==> src/rtl/page_alloc_pkg.sv <==
package page_alloc_pkg;
  localparam int RES_W = 8;
  typedef logic [RES_W-1:0] page_res_t;
  localparam page_res_t NO_PAGE = 8'h80;
endpackage

==> src/rtl/page_lowest_free.sv <==
module page_lowest_free #(
  parameter int N  = 4,
  parameter int IW = 2
) (
  input  logic [N-1:0]  occ,
  output logic          found,
  output logic [IW-1:0] idx,
  output logic [N-1:0]  onehot
);
  logic [N:0] seen;
  assign seen[0] = 1'b0;

  for (genvar g = 0; g < N; g++) begin : g_chain
    assign onehot[g]  = ~occ[g] & ~seen[g];
    assign seen[g+1]  = seen[g] | ~occ[g];
  end

  assign found = seen[N];

  always_comb begin
    idx = '0;
    for (int i = 0; i < N; i++) begin
      if (onehot[i]) idx = IW'(i);
    end
  end
endmodule

==> src/rtl/page_popcount.sv <==
module page_popcount #(
  parameter int N  = 4,
  parameter int CW = 3
) (
  input  logic [N-1:0]  bits,
  output logic [CW-1:0] cnt
);
  always_comb begin
    cnt = '0;
    for (int i = 0; i < N; i++) cnt = cnt + CW'(bits[i]);
  end
endmodule

==> src/rtl/pkt_page_alloc.sv <==
module pkt_page_alloc
  import page_alloc_pkg::*;
#(
  parameter int NUM_PAGES = 4,
  localparam int IDX_W = (NUM_PAGES > 1) ? $clog2(NUM_PAGES) : 1,
  localparam int CNT_W = $clog2(NUM_PAGES + 1)
) (
  input  logic             clk,
  input  logic             rst,
  input  logic             rx_req,
  input  logic             tx_alloc_cmd,
  input  logic             rel_req,
  input  logic [IDX_W-1:0] rel_page,
  input  logic             mem_reset_cmd,
  input  logic             alloc_done_ack,
  output logic             rx_grant_vld,
  output logic [7:0]       rx_grant,
  output logic [7:0]       tx_result,
  output logic             alloc_done,
  output logic [CNT_W-1:0] used_count,
  output logic [CNT_W-1:0] total_pages
);
  logic [NUM_PAGES-1:0] bitmap, after_rel, after_rx, bitmap_next, rel_mask;
  logic [NUM_PAGES-1:0] rx_oh, tx_oh;
  logic [IDX_W-1:0]     rx_idx, tx_idx;
  logic                 rx_found, tx_found, tx_try;
  logic [CNT_W-1:0]     cnt_next;

  assign total_pages = CNT_W'(NUM_PAGES);

  // release takes effect before allocations of the same cycle
  assign rel_mask  = rel_req ? (NUM_PAGES'(1) << rel_page) : '0;
  assign after_rel = bitmap & ~rel_mask;

  page_lowest_free #(.N(NUM_PAGES), .IW(IDX_W)) u_rx_pick (
    .occ(after_rel), .found(rx_found), .idx(rx_idx), .onehot(rx_oh));

  assign after_rx = (rx_req && rx_found) ? (after_rel | rx_oh) : after_rel;

  page_lowest_free #(.N(NUM_PAGES), .IW(IDX_W)) u_tx_pick (
    .occ(after_rx), .found(tx_found), .idx(tx_idx), .onehot(tx_oh));

  // a failed transmit reservation is retried whenever a page is released
  assign tx_try = tx_alloc_cmd || (rel_req && (tx_result == NO_PAGE));

  always_comb begin
    if (mem_reset_cmd)            bitmap_next = '0;
    else if (tx_try && tx_found)  bitmap_next = after_rx | tx_oh;
    else                          bitmap_next = after_rx;
  end

  page_popcount #(.N(NUM_PAGES), .CW(CNT_W)) u_cnt (
    .bits(bitmap_next), .cnt(cnt_next));

  always_ff @(posedge clk) begin
    if (rst) begin
      bitmap       <= '0;
      used_count   <= '0;
      tx_result    <= '0;
      alloc_done   <= 1'b0;
      rx_grant_vld <= 1'b0;
      rx_grant     <= '0;
    end else begin
      bitmap     <= bitmap_next;
      used_count <= cnt_next;
      if (mem_reset_cmd) begin
        tx_result    <= '0;
        rx_grant_vld <= 1'b0;
      end else begin
        rx_grant_vld <= rx_req;
        if (rx_req) rx_grant <= rx_found ? page_res_t'(rx_idx) : NO_PAGE;
        if (tx_try) tx_result <= tx_found ? page_res_t'(tx_idx) : NO_PAGE;
        if (tx_try && tx_found)                alloc_done <= 1'b1;
        else if (tx_alloc_cmd || alloc_done_ack) alloc_done <= 1'b0;
      end
    end
  end

  // a failed receive grant means the pool was full
  a_r3_fail_only_full: assert property (@(posedge clk) disable iff (rst)
    (rx_grant_vld && rx_grant == NO_PAGE) |-> used_count == CNT_W'(NUM_PAGES));

  // flag rises only together with a real page in the transmit result
  a_r5_done_has_page: assert property (@(posedge clk) disable iff (rst)
    $rose(alloc_done) |-> tx_result != NO_PAGE);

  // a pending transmit failure can only persist while the pool is full
  a_r6_pending_when_full: assert property (@(posedge clk) disable iff (rst)
    (tx_result == NO_PAGE) |-> used_count == CNT_W'(NUM_PAGES));

  // the registered count tracks the bitmap
  a_r8_count_matches: assert property (@(posedge clk) disable iff (rst)
    used_count == CNT_W'($countones(bitmap)));

  // memory reset empties the pool and zeroes the transmit result
  a_r9_mem_reset: assert property (@(posedge clk) disable iff (rst)
    mem_reset_cmd |=> (used_count == '0 && tx_result == '0 && !rx_grant_vld));
endmodule

==> config.mk <==
export PLATFORM = sky130hd
export DESIGN_NAME = pkt_page_alloc
export DESIGN_NICKNAME = d
export VERILOG_FILES = /design/src/rtl/page_alloc_pkg.sv /design/src/rtl/page_lowest_free.sv /design/src/rtl/page_popcount.sv /design/src/rtl/pkt_page_alloc.sv
export SDC_FILE = /design/constraint.sdc
export NUM_CORES = 1
export LEC_CHECK = 0
export ABC_AREA = 1
export BUFFER_PORTS_ARGS = -buffer_cell sky130_fd_sc_hd__buf_2
export CAP_MARGIN = 20
export CORE_MARGIN = 1.5
export CORE_UTILIZATION = 48
export DETAILED_ROUTE_END_ITERATION = 10
export GPL_TIMING_DRIVEN = 0
export MAX_ROUTING_LAYER = met4
export PLACE_DENSITY = 0.8
export SYNTH_ARGS = -nofsm -noshare
export SYNTH_HDL_FRONTEND = slang
export SYNTH_SLANG_ARGS = --single-unit
==> constraint.sdc <==
create_clock -name clk -period 2.4 [get_ports clk]
set_input_delay 0.24 -clock clk [delete_from_list [all_inputs] [get_ports clk]]
set_output_delay 0.24 -clock clk [all_outputs]
set_load 0.01 [all_outputs]
* Word-level counts from Yosys, hierarchy flattened
Cells that the tools add are included.
** Storage, ports and cells
- Word-level logic and storage cells :: 63
- Output and inout port bits :: 24
- Register bits after elaboration :: 25
- Input port bits :: 9
** Operators by class
- Shifts and indexed selects :: 1
- Bitwise gates (word level) :: 29
- Equal/unequal tests :: 1
- Reduce and logical (&&, ||, !) cells :: 9
- Multiplexer cells :: 14
- Add/sub/neg operators :: 3
** Operator list (count)
- 4-bit two-way mux :: 4
- 8-bit two-way mux :: 2
- 1-bit inverter :: 13
- 8-bit == test, second input constant :: 1
- 2-bit two-way mux :: 4
- 4-bit OR :: 2
- 3-bit by 1-bit adder with 3-bit output :: 2
- 1-bit AND :: 6
- 1-bit OR :: 6
- 4-bit AND :: 1
- 1-bit two-way mux :: 4
- 4-bit inverter :: 1
- 2-bit AND reduction :: 2
- 1-bit by 2-bit left shift with 4-bit output, first input constant :: 1
- 1-bit logical AND :: 3
- 1-bit by 1-bit adder with 2-bit output :: 1
- 1-bit logical OR :: 2
- 2-bit nonzero test :: 1
- 2-bit OR reduction :: 1

* Depth between registers and ports, before layout
Gate-level depths: netlist of the first run.
- Depth in word-level cells :: 22
- Mapped depth :: 16
- Gate-level depth less buffers :: 16

* By module
A second synthesis of the first run with hierarchy kept.
** Second synthesis, totals
- Cell total of the unflattened synthesis :: 145
- Area, all modules :: 972.2 um^2
** Modules (own cells, without submodules)
- pkt_page_alloc :: seq. area each 300.3 um^2, instances 1, cells an instance 113, area each 798.3 um^2
- page_lowest_free :: seq. area each 0.0 um^2, instances 2, cells an instance 12, area each 55.1 um^2
- page_popcount :: seq. area each 0.0 um^2, instances 1, cells an instance 8, area each 63.8 um^2

* Worst setup path after synthesis of the first run
No wires, ideal clock.
- Kind :: flip-flop to flip-flop
- Start point :: reg tx_result[0]
- End point :: reg used_count[1]
- Path slack :: 190 ps
- Path buffers :: 0
- Library setup time :: 124 ps
- Arrival time :: 2086 ps
- Cell stages (with the launch flop) :: 13
- Period minus slack after synthesis :: 2210 ps
- Required time :: 2276 ps
- Path through :: dfxtp_1 nor2_1 a31oi_1 clkinv_2 o21ai_2 inv_1 ha_1 inv_1 fa_1 inv_1 ha_1 inv_1 nor2_1
** Between the ends
- Cells in the longest elaborated chain, start to end :: 9
** RTL lines
- from (decl) :: line pkt_page_alloc.sv:18 : output logic [7:0] tx_result,
- from (signal assigned) :: line pkt_page_alloc.sv:72 : if (tx_try) tx_result <= tx_found ? page_res_t'(tx_idx) : NO_PAGE;
- 8-bit == test :: line pkt_page_alloc.sv:44 : assign tx_try = tx_alloc_cmd || (rel_req && (tx_result == NO_PAGE));
- 1-bit logical AND :: line pkt_page_alloc.sv:44
- 1-bit logical OR :: line pkt_page_alloc.sv:44
- 1-bit logical AND :: line pkt_page_alloc.sv:48 : else if (tx_try && tx_found) bitmap_next = after_rx | tx_oh;
- 4-bit two-way mux :: line pkt_page_alloc.sv:48
- 4-bit two-way mux :: line pkt_page_alloc.sv:47 : if (mem_reset_cmd) bitmap_next = '0;
- via bitmap_next[0] :: line pkt_page_alloc.sv:23 : logic [NUM_PAGES-1:0] bitmap, after_rel, after_rx, bitmap_next, rel_mask;
- 1-bit by 1-bit adder with 2-bit output :: line page_popcount.sv:10 : for (int i = 0; i < N; i++) cnt = cnt + CW'(bits[i]);
- 3-bit by 1-bit adder with 3-bit output (2 in a row) :: line page_popcount.sv:10
- via cnt_next[1] :: line pkt_page_alloc.sv:27 : logic [CNT_W-1:0] cnt_next;
- to (signal assigned) :: line pkt_page_alloc.sv:65 : used_count <= cnt_next;
- to (decl) :: line pkt_page_alloc.sv:20 : output logic [CNT_W-1:0] used_count,
The timed path passes the listed nets, and every way through them passes these cells.
A chain may end at the register's enable or synchronous reset.

* Worst setup path after layout of the first run
- Start point :: reg bitmap[1]
- End point :: reg used_count[1]
** Between the ends
- Cells in the longest elaborated chain, start to end :: 17
- Elaborated cells on any way between the ends :: 32
- Those cells by class :: 3 x add/sub; 3 x mux; 24 x bitwise; 2 x reduce/logical
** RTL lines
- from (decl) :: line pkt_page_alloc.sv:23
- from (signal assigned) :: line pkt_page_alloc.sv:64 : bitmap <= bitmap_next;
- 4-bit AND * :: line pkt_page_alloc.sv:33 : assign after_rel = bitmap & ~rel_mask;
- 1-bit inverter :: line page_lowest_free.sv:14, page_lowest_free.sv:15
- 1-bit OR (3 in a row) :: line page_lowest_free.sv:15 : assign seen[g+1] = seen[g] | ~occ[g];
- 1-bit logical AND :: line pkt_page_alloc.sv:38 : assign after_rx = (rx_req && rx_found) ? (after_rel | rx_oh) : after_rel;
- 4-bit two-way mux * :: line pkt_page_alloc.sv:38
- 1-bit inverter (on tied branches) :: line page_lowest_free.sv:15, page_lowest_free.sv:14
- 1-bit OR (3 in a row) :: line page_lowest_free.sv:15
- 1-bit logical AND :: line pkt_page_alloc.sv:48
- 4-bit two-way mux * :: line pkt_page_alloc.sv:48
- 4-bit two-way mux * :: line pkt_page_alloc.sv:47
- via bitmap_next[1] :: line pkt_page_alloc.sv:23
- 1-bit by 1-bit adder with 2-bit output * :: line page_popcount.sv:10
- 3-bit by 1-bit adder with 3-bit output * (2 in a row) :: line page_popcount.sv:10
- via cnt_next[1] :: line pkt_page_alloc.sv:27
Mark *: on every way through the listed nets, which the timed path passes. The rest lies on a longest branch.

==> results of run 1 <==
area by class of cell:
class                      instances  area [um2]  share of cell area, %
buffer                            14       101.3                  8.843
clock buffer                       4       26.28                  2.293
inverter                          15       57.56                  5.022
multi-input combinational         88       523.0                  45.63
sequential                        15       301.5                  26.31
tap                               25       31.28                  2.729
timing repair buffer              20       105.1                  9.170
state kept, by name, summed over array words and instances, names as in the netlist:
signal / flops
tx_result: 3
bitmap: 4
alloc_done: 1
rx_grant_vld: 1
used_count: 3
rx_grant: 3
power by group through the flow:
stage | logic, mW | registers (mW) | clock network, mW
3_3_place_gp | 0.104 | 0.269 | 0
4_1_cts | 0.107 | 0.264 | 0.144
3_5_place_dp | 0.106 | 0.270 | 0
5_1_grt | 0.124 | 0.265 | 0.157
2_1_floorplan | 0.0739 | 0.273 | 0
6_report | 0.112 | 0.264 | 0.144
path summary, 6_finish.rpt:
check	from	to	slack [ps]	depth (start not counted)
worst max-delay path	bitmap[1]$_SDFF_PP0_	used_count[1]$_SDFF_PP0_	160	14
worst min-delay path	alloc_done_ack	alloc_done$_SDFFE_PP0P_	230	4
worst max register to register	bitmap[1]$_SDFF_PP0_	used_count[1]$_SDFF_PP0_	160	14
worst min register to register	alloc_done$_SDFFE_PP0P_	alloc_done$_SDFFE_PP0P_	480	2
kinds of logic (layout without fill, tap and decap cells):
| group | Yosys count | count (layout) | synth area share, % |
|---|---|---|---|
| and+or+nand+nor | 51 | 51 | 30.12 |
| AOI/OAI and AO/OA | 20 | 20 | 13.92 |
| other | 2 | 13 | 0.8035 |
| DFF | 15 | 15 | 32.13 |
| adders and majority gates | 4 | 4 | 6.024 |
| buffers and inverters | 29 | 53 | 17.00 |
cell usage in the layout (no fill, tap or decap):
| master | netlist | routed |
|---|---|---|
| nand2_2 | 8 | 8 |
| nand3_2 | 3 | 3 |
| dfxtp_2 | 0 | 1 |
| a31oi_2 | 0 | 1 |
| nand3b_1 | 1 | 1 |
| nor2_2 | 5 | 5 |
| buf_2 | 0 | 18 |
| fa_1 | 1 | 1 |
| ha_1 | 2 | 2 |
| inv_2 | 2 | 2 |
| buf_4 | 13 | 15 |
| dfxtp_1 | 15 | 14 |
| clkbuf_4 | 0 | 3 |
| o21ai_2 | 2 | 2 |
| clkbuf_1 | 1 | 2 |
| conb_1 | 2 | 13 |
| nor2_1 | 12 | 12 |
| o21ai_4 | 1 | 1 |
| o32ai_1 | 1 | 1 |
| a21oi_1 | 9 | 9 |
| maj3_2 | 1 | 1 |
| inv_1 | 12 | 12 |
| a21oi_2 | 1 | 1 |
| nand2_4 | 2 | 2 |
| clkinv_2 | 1 | 1 |
| o211ai_1 | 1 | 1 |
| nand3_1 | 5 | 5 |
| nand2_1 | 14 | 14 |
| nand3_4 | 1 | 1 |
| o21ai_0 | 4 | 4 |
through the flow:
stage	util, %	std cells	setup TNS [ps]	setup WS [ps]	hold slack (ps)
2_1_floorplan	-	132	0	189.9	387.8
3_3_place_gp	61.54	175	0	67.18	456.8
3_5_place_dp	61.54	175	0	28.76	470.8
4_1_cts	63.02	179	0	45.70	241.8
5_1_grt	64.28	181	-3.383	-3.383	262.8
6_report	64.28	181	0	156.6	232.6
routing by layer:
layer	vias up	GRT usage, %	part of all wire, %
met1	381	24.00	44
met3	5	4.615	4.9
met5	-	-	0
met2	29	29.86	49
li1	429	-	-
met4	0	10.00	1.4
worst max-delay path, delay by kind of cell, from the launching register on:
family / cells / cell delay (ps)
and+or+nand+nor: 6 / 540
DFF: 1 / 400
buffers and inverters: 3 / 150
AOI/OAI and AO/OA: 2 / 180
adders and majority gates: 3 / 840
timing repair:
| action | in CTS | in global routing |
|---|---|---|
| resized for setup | 0 | 2 |
| endpoints found under the setup margin | 0 | 2 |
| buffers inserted | 0 | 2 |
==> summary.md, run 1 <==
| Metric | Value |
|---|---|
| 1st-pass router iterations | `4` |
| Cell Pwr Density | `453.8 nW/um2` |
| Final Hold Vio Count | `0` |
| Mapped Avg Cell Area | `7.724 um2` |
| Max Fclk | `445.7 MHz` |
| Flop pwr share | `50.8%` |
| Final Skew | `10.65 ps` |
| Nets | `169` |
| Routed vias/inst | `4.663` |
| Reg clk slew, reported paths | `90 ps` |
| Leak | `0.5745 nW` |
| DRT Wirelength | `1885 um` |
| Clk pwr share | `27.7%` |
| Crit path DAT | `2410 ps` |
| Endpoints failing setup | `0` |
| Yosys cell types | `27` |
| Final instance area | `1146 um2` |
| Top cells by area, synth | `dfxtp_1 32%, buf_4 10%, nand2_1 5.6%` |
| I/O Buffers | `18` |
| Cell taking the most area after synthesis | `dfxtp_1` |
| Worst Path Max Fanout | `5` |
| Via count | `844` |
| CP required | `2560 ps` |
| Drt wl/cell | `10.41 um` |
| Core area | `1783 um2` |
| Clock tree buffer depth | `2` |
| DRT iter0 DRCs | `15` |
| DP Area | `1097 um2` |
| GRT Residual Overflow | `0` |
| Full die area | `2221 um2` |
| Pint | `0.3688 mW` |
| Power Total | `0.5201 mW` |
| Crit path launch type | `flip-flop` |
| Initial antenna violation count | `0` |
| Clk_lat worst skew | `290 ps` |
| Routability Congestion | `0.7975` |
| Sw frac | `29.10%` |
| CP Cell Sequence | `o21ai_4 -> nor2_2 -> nand2_1 -> nand2_2 -> nand2_1 -> nand3_2 -> a21oi_1 -> ha_1 -> inv_1 -> fa_1 -> inv_1 -> ha_1 -> inv_1 -> nor2_1` |
| Total CTS buffers | `3` |
| Largest net degree at the start of global routing | `9` |
| Width of the die | `47.13 um` |
| Max Cap Viol | `0` |
| CTS Sinks | `15` |
| Yosys top cell area share | `32.13%` |
| Remaining DRCs | `0` |
| Antenna-violating nets left | `0` |
| CP max stage cell | `dfxtp_1` |
| Comb power frac | `21.5%` |
| Switching pwr | `0.1513 mW` |
| Final Cycle Share | `93.48%` |
| Status | `complete, no violations` |
| Placement row count | `15` |
| Post-Syn Area | `934.6 um2` |
| Worst setup path category | `flip-flop to flip-flop` |
| CTS root buffer | `clkbuf_4` |
| GRT Total Usage | `19.59%` |
| CTS tree | `done` |
| Ant diodes | `0` |
| Maximum VDD drop | `0.2727 mV` |
| Slew Viols, Final | `0` |
| Crit path largest cell delay | `400 ps` |
| Gate Count Post-Synth | `121` |
| Synth cell count leaders | `15 x dfxtp_1, 14 x nand2_1, 13 x buf_4` |
| CTS Hold Bufs | `0` |
| Vias in the first global route | `741` |
| Most frequent cell after synthesis | `dfxtp_1` |
| Hold crit path type | `input pin to flip-flop` |
| FILL cells | `150` |
| Die Y | `47.13 um` |
| HPWL Detailed | `1506 um` |
| Yosys warns | `0` |
| #FFs+latches synth | `15` |
| Initial Utilization | `52.42%` |
| H-tree depth | `1` |
| CP endpoint kind | `flip-flop` |
| Async SR Flop Fraction | `0%` |
| Most common cell on crit path | `inv_1` |
| Tmin final | `2243 ps` |
| Share of layout cells above drive strength 1 | `41.67%` |
| EDFF count, synth | `0` |
| # IOs | `33` |
| Seq/Total Area, Yosys | `32.13%` |
| First-pass GRT wire length | `2911 um` |
| Main flop type after synthesis | `dfxtp_1` |
| Area delta synth->final | `22.62%` |
(Power assumes the default switching activity.)
==> run 2: changes to the inputs <==
PLACE_DENSITY = not set   (was 0.8)
PLACE_DENSITY_LB_ADDON = 0.2   (was not set)
==> run 2 against run 1 <==
Compared with the run above:
- core utilization rose by 0.42 points
- fmax is 0.40% lower
- critical path type unchanged
- largest cell class unchanged
- final area increased by 0.66%
- non-clock buffer count grew 1
==> summary.md, run 2 (synthesized netlist as in run 1, its figures left out) <==
| Metric | Value |
|---|---|
| Setup_tns | `0 ps` |
| Cell Pwr Density | `452.5 nW/um2` |
| HPWL Detailed | `1474 um` |
| Share of layout cells above drive strength 1 | `42.04%` |
| Vias in the first global route | `686` |
| Antenna-violating nets left | `0` |
| Final Skew | `5.161 ps` |
| Max reg flops | `4` |
| Width of the die | `47.13 um` |
| Clock tree buffer depth | `2` |
| CTS Sinks | `15` |
| CP max stage cell | `dfxtp_1` |
| Full die area | `2221 um2` |
| Largest Register | `bitmap` |
| Ant diodes | `0` |
| Endpoints failing setup | `0` |
| Slew Viols, Final | `0` |
| Worst setup path category | `flip-flop to flip-flop` |
| Core area | `1783 um2` |
| Routed vias/inst | `4.566` |
| Crit path largest cell delay | `420 ps` |
| CTS root buffer | `clkbuf_4` |
| 1st-pass router iterations | `4` |
| Max Cap Viol | `0` |
| FILL cells | `163` |
| Initial Utilization | `52.42%` |
| Commonest cells after routing, fill and taps aside | `18 x buf_2, 16 x buf_4, 15 x dfxtp_1` |
| Reg clk slew, reported paths | `90 ps` |
| First-pass GRT wire length | `2718 um` |
| Leak | `0.5817 nW` |
| # IOs | `33` |
| Status | `complete, no violations` |
| I/O Buffers | `18` |
| CP Buf/Inv Count | `3` |
| Commonest non-fill, non-tap cell in the layout | `buf_2` |
| GRT Residual Overflow | `0` |
| Unrepaired setup endpoints after global routing | `no` |
| Hold crit path type | `input pin to flip-flop` |
| DRT iter0 DRCs | `18` |
| Tmin final | `2252 ps` |
| Clk_lat worst skew | `290 ps` |
| Max Fclk | `444.0 MHz` |
| Fin Hold WS | `234.8 ps` |
| Final instance area | `1154 um2` |
| Top Family by Delay on Critical Path | `adder cells` |
| Placement row count | `15` |
| Final Core Density | `64.70%` |
| Final Cycle Share | `93.85%` |
| Nets | `170` |
| H-tree depth | `1` |
| CTS Hold Bufs | `0` |
| Routability Congestion | `0.8265` |
| DRT Wirelength | `1857 um` |
| Crit path launch type | `flip-flop` |
| Final Hold Vio Count | `0` |
| Worst Path Max Fanout | `4` |
| Die Y | `47.13 um` |
| DP Area | `1097 um2` |
| Via count | `831` |
| Remaining DRCs | `0` |
| Total CTS buffers | `3` |
| Initial antenna violation count | `0` |
| Crit path DAT | `2420 ps` |
| Drt wl/cell | `10.20 um` |
| Area delta synth->final | `23.43%` |
| Maximum VDD drop | `0.3441 mV` |
| GRT Total Usage | `18.43%` |
| Largest net degree at the start of global routing | `10` |
| CP Cell Sequence | `nand3_4 -> nor2_2 -> nand2_1 -> nand2_2 -> nand2_1 -> nand3_2 -> a21oi_1 -> ha_1 -> inv_1 -> fa_1 -> inv_1 -> ha_1 -> inv_1 -> nor2_1` |
| Most common cell on crit path | `inv_1` |
| CP endpoint kind | `flip-flop` |
| CTS tree | `done` |
| CP required | `2570 ps` |
==> run 2: where the power goes <==
group	total, mW	switching (mW)	internal (mW)
Sequential	0.264	0.00514	0.258
Clock	0.145	0.0831	0.0619
Combinational	0.113	0.0665	0.0470
Total	0.522	0.155	0.367
==> run 2: path summary, 6_finish.rpt <==
check / from / to / slack, ps / cells after the start
max reg2reg: bitmap[0]$_SDFF_PP0_ / used_count[1]$_SDFF_PP0_ / 150 / 14
min reg2reg: rx_grant[1]$_SDFFE_PP0P_ / rx_grant[1]$_SDFFE_PP0P_ / 480 / 2
max: bitmap[0]$_SDFF_PP0_ / used_count[1]$_SDFF_PP0_ / 150 / 14
min: alloc_done_ack / alloc_done$_SDFFE_PP0P_ / 230 / 4
==> run 2: tightest hold or removal path, stage by stage <==
cell and delay [ps]:
buf_2 70, o21ai_0 60, nand3_1 60, nand2_1 50
==> run 2: layout make-up <==
| type | instances | area, um2 | share of cell area (%) |
|---|---|---|---|
| multi-input cells | 88 | 523.0 | 45.34 |
| flip-flops and latches | 15 | 300.3 | 26.03 |
| repair buffers | 21 | 112.6 | 9.761 |
| plain buffers | 14 | 101.3 | 8.785 |
| inverters | 15 | 57.56 | 4.989 |
| well taps | 25 | 31.28 | 2.711 |
| clock buffers | 3 | 22.52 | 1.952 |
| clock inverters | 1 | 5.005 | 0.4338 |
==> run 2: per-stage QoR <==
| step | total power, mW | worst slack, ps | std cells |
|---|---|---|---|
| floorplan | 0.3470 | 189.9 | 132 |
| global placement | 0.3738 | 62.62 | 175 |
| detailed placement | 0.3765 | 17.74 | 175 |
| CTS | 0.5213 | 0.7501 | 179 |
| global route | 0.5504 | 4.311 | 182 |
| finish | 0.5220 | 147.7 | 182 |
==> run 2: routing by layer <==
| layer | routed length, um | global-route usage, % |
|---|---|---|
| met1 | 761 | 21.31 |
| met2 | 980 | 30.68 |
| met3 | 103 | 5.769 |
| met4 | 12 | 5.000 |
| met5 | 0 | - |
==> run 2: timing repair <==
item	in CTS	in global routing
endpoints found under the setup margin	0	2
endpoints found under the hold margin	0	0
resized for setup	0	1
setup buffers	0	3
==> run 3: changes to the inputs <==
CORE_UTILIZATION = 43   (was 48)
clock period = 1.8 ns   (was 2.4 ns; I/O delays follow)
==> run 3 against run 2 <==
Compared with the run above:
- register-to-register slack lost 430 ps
- the flow now finishes with violations (setup timing)
- core utilization is essentially flat
- largest cell class unchanged
- flip-flop and latch count is the same
- final area grew 12%
- clock-buffer cell count grew 1
- clock skew shrank 0.61 ps
- sequential power grew 33%
- highest routed layer unchanged
- sequential share of layout area shrank 2.2 points
- combinational power grew 56%
- critical path depth is the same
==> summary.md, run 3 (synthesized netlist as in run 1, its figures left out) <==
| Metric | Value |
|---|---|
| I/O Buffers | `18` |
| Worst Hold End | `alloc_done$_SDFFE_PP0P_` |
| CTS Hold Bufs | `0` |
| GRT Total Usage | `19.04%` |
| Area delta synth->final | `38.69%` |
| Max Fclk | `479.1 MHz` |
| Vias in the first global route | `769` |
| Hold crit path type | `input pin to flip-flop` |
| R2r setup slk | `-290 ps` |
| # IOs | `33` |
| Leak | `0.6282 nW` |
| Commonest non-fill, non-tap cell in the layout | `buf_4` |
| Crit path DAT | `2260 ps` |
| Remaining DRCs | `0` |
| Via count | `893` |
| Non-filler cells, final | `193` |
| R2R Path End | `used_count[1]$_SDFF_PP0_` |
| Failing checks | `setup timing` |
| Die Y | `49.62 um` |
| DRT Wirelength | `2192 um` |
| Endpoints failing setup | `3` |
| Largest Register | `bitmap` |
| Largest net degree at the start of global routing | `9` |
| Crit path largest cell delay | `380 ps` |
| Clock tree buffer depth | `2` |
| Drt wl/cell | `11.36 um` |
| CTS Sinks | `15` |
| CP Buf/Inv Count | `4` |
| Ant diodes | `0` |
| Routed vias/inst | `4.627` |
| CTS root buffer | `clkbuf_4` |
| Core area | `2002 um2` |
| Status | `finished with violations` |
| Max Cap Viol | `0` |
| Full die area | `2462 um2` |
| CP Cell Sequence | `nand2_4 -> nor2_4 -> nand2_2 -> nand2_4 -> nand2_4 -> o21ai_2 -> inv_1 -> ha_1 -> inv_1 -> fa_2 -> inv_2 -> ha_4 -> inv_2 -> nor2_1` |
| Crit path launch type | `flip-flop` |
| DRT iter0 DRCs | `20` |
| GRT Residual Overflow | `0` |
| Worst Path Max Fanout | `4` |
| CP endpoint kind | `flip-flop` |
| FILL cells | `185` |
| Commonest cells after routing, fill and taps aside | `25 x buf_4, 18 x buf_2, 13 x conb_1` |
| Max reg flops | `4` |
| 1st-pass router iterations | `4` |
| CP required | `1970 ps` |
| Share of layout cells above drive strength 1 | `53.01%` |
| Slew Viols, Final | `0` |
| Most common cell on crit path | `nand2_4` |
| Final Cycle Share | `116.0%` |
| DP Area | `1114 um2` |
| Clk_lat worst skew | `280 ps` |
| Antenna-violating nets left | `0` |
| Worst reg-to-reg path cell count | `14` |
| Power Total | `0.7178 mW` |
| First-pass GRT wire length | `3512 um` |
| Worst setup path category | `flip-flop to flip-flop` |
| Nets | `179` |
| Placement row count | `16` |
| Launch point of the worst path | `bitmap[0]$_SDFF_PP0_` |
| Total CTS buffers | `3` |
| Final Hold Vio Count | `0` |
| Maximum VDD drop | `0.4043 mV` |
| Initial Utilization | `46.69%` |
| H-tree depth | `1` |
| Initial antenna violation count | `0` |
| Final Skew | `4.555 ps` |
| Fin Hold WS | `181.8 ps` |
| Post-placement setup slack | `-471.8 ps` |
| Setup ws final | `-287.2 ps` |
| Min-Delay Startpoint | `alloc_done_ack` |
| Post-placement cell count | `177` |
| Hold path cells | `4` |
| Final instance area | `1296 um2` |
| Top Family by Delay on Critical Path | `adder cells` |
| Cell Pwr Density | `553.8 nW/um2` |
| Routability Congestion | `0.8663` |
| Unrepaired setup endpoints after global routing | `yes` |
| HPWL Detailed | `1508 um` |
| R2R Path Start | `bitmap[0]$_SDFF_PP0_` |
| Reg clk slew, reported paths | `90 ps` |
| CP max stage cell | `dfxtp_4` |
| CTS tree | `done` |
| Width of the die | `49.62 um` |
| Tmin final | `2087 ps` |
[run 3: worst max path at each step]
stage | endpoint | slack (ps) | depth (start not counted)
finish | used_count[1]$_SDFF_PP0_ | -290 | 14
global route | used_count[1]$_SDFF_PP0_ | -370 | 14
CTS | used_count[1]$_SDFF_PP0_ | -240 | 14
detailed placement | used_count[1]$_SDFF_PP0_ | -470 | 17
global placement | used_count[1]$_SDFF_PP0_ | -430 | 17
floorplan | used_count[1]$_SDFF_PP0_ | -270 | 12
[run 3: area by class of cell]
type | count | area, um2 | area share (%)
Timing Repair Buffer | 30 | 180.2 | 13.90
Tap cell | 27 | 33.78 | 2.606
Inverter | 15 | 57.56 | 4.440
Buffer | 14 | 101.3 | 7.819
Sequential cell | 15 | 309.0 | 23.84
Clock buffer | 4 | 26.28 | 2.027
Multi-Input combinational cell | 88 | 588.1 | 45.37
[run 3: per-stage QoR]
step	util, %	TNS, ps
floorplan	-	-556.2
CTS	62.81	-534.5
finish	64.75	-684.9
global route	64.75	-922.8
global placement	55.63	-1074
detailed placement	55.63	-1175
[run 3: worst register-to-register path: stages, from the launching register on]
cell and delay [ps]:
dfxtp_4 380, nand2_4 90, nor2_4 130, nand2_2 80
nand2_4 80, nand2_4 60, o21ai_2 150, inv_1 60
ha_1 270, inv_1 40, fa_2 320, inv_2 70
ha_4 190, inv_2 40, nor2_1 30
[run 3: power breakdown]
group,internal [mW],switching [mW]
combinational,0.0749,0.101
sequential,0.344,0.00763
clock,0.0861,0.104
[run 3: repair_timing]
action	CTS	global route
pin swaps	6	3
setup buffers	9	3
endpoints found under the setup margin	3	3
gates resized for setup	15	4
[run 3: per-layer routing]
| metal | GRT usage (%) | vias to the layer above | part of all wire [%] |
|---|---|---|---|
| li1 | - | 450 | - |
| met1 | 23.50 | 400 | 40 |
| met2 | 30.67 | 34 | 52 |
| met3 | 5.152 | 9 | 6.2 |
| met4 | 5.093 | 0 | 1.4 |
| met5 | - | - | 0 |
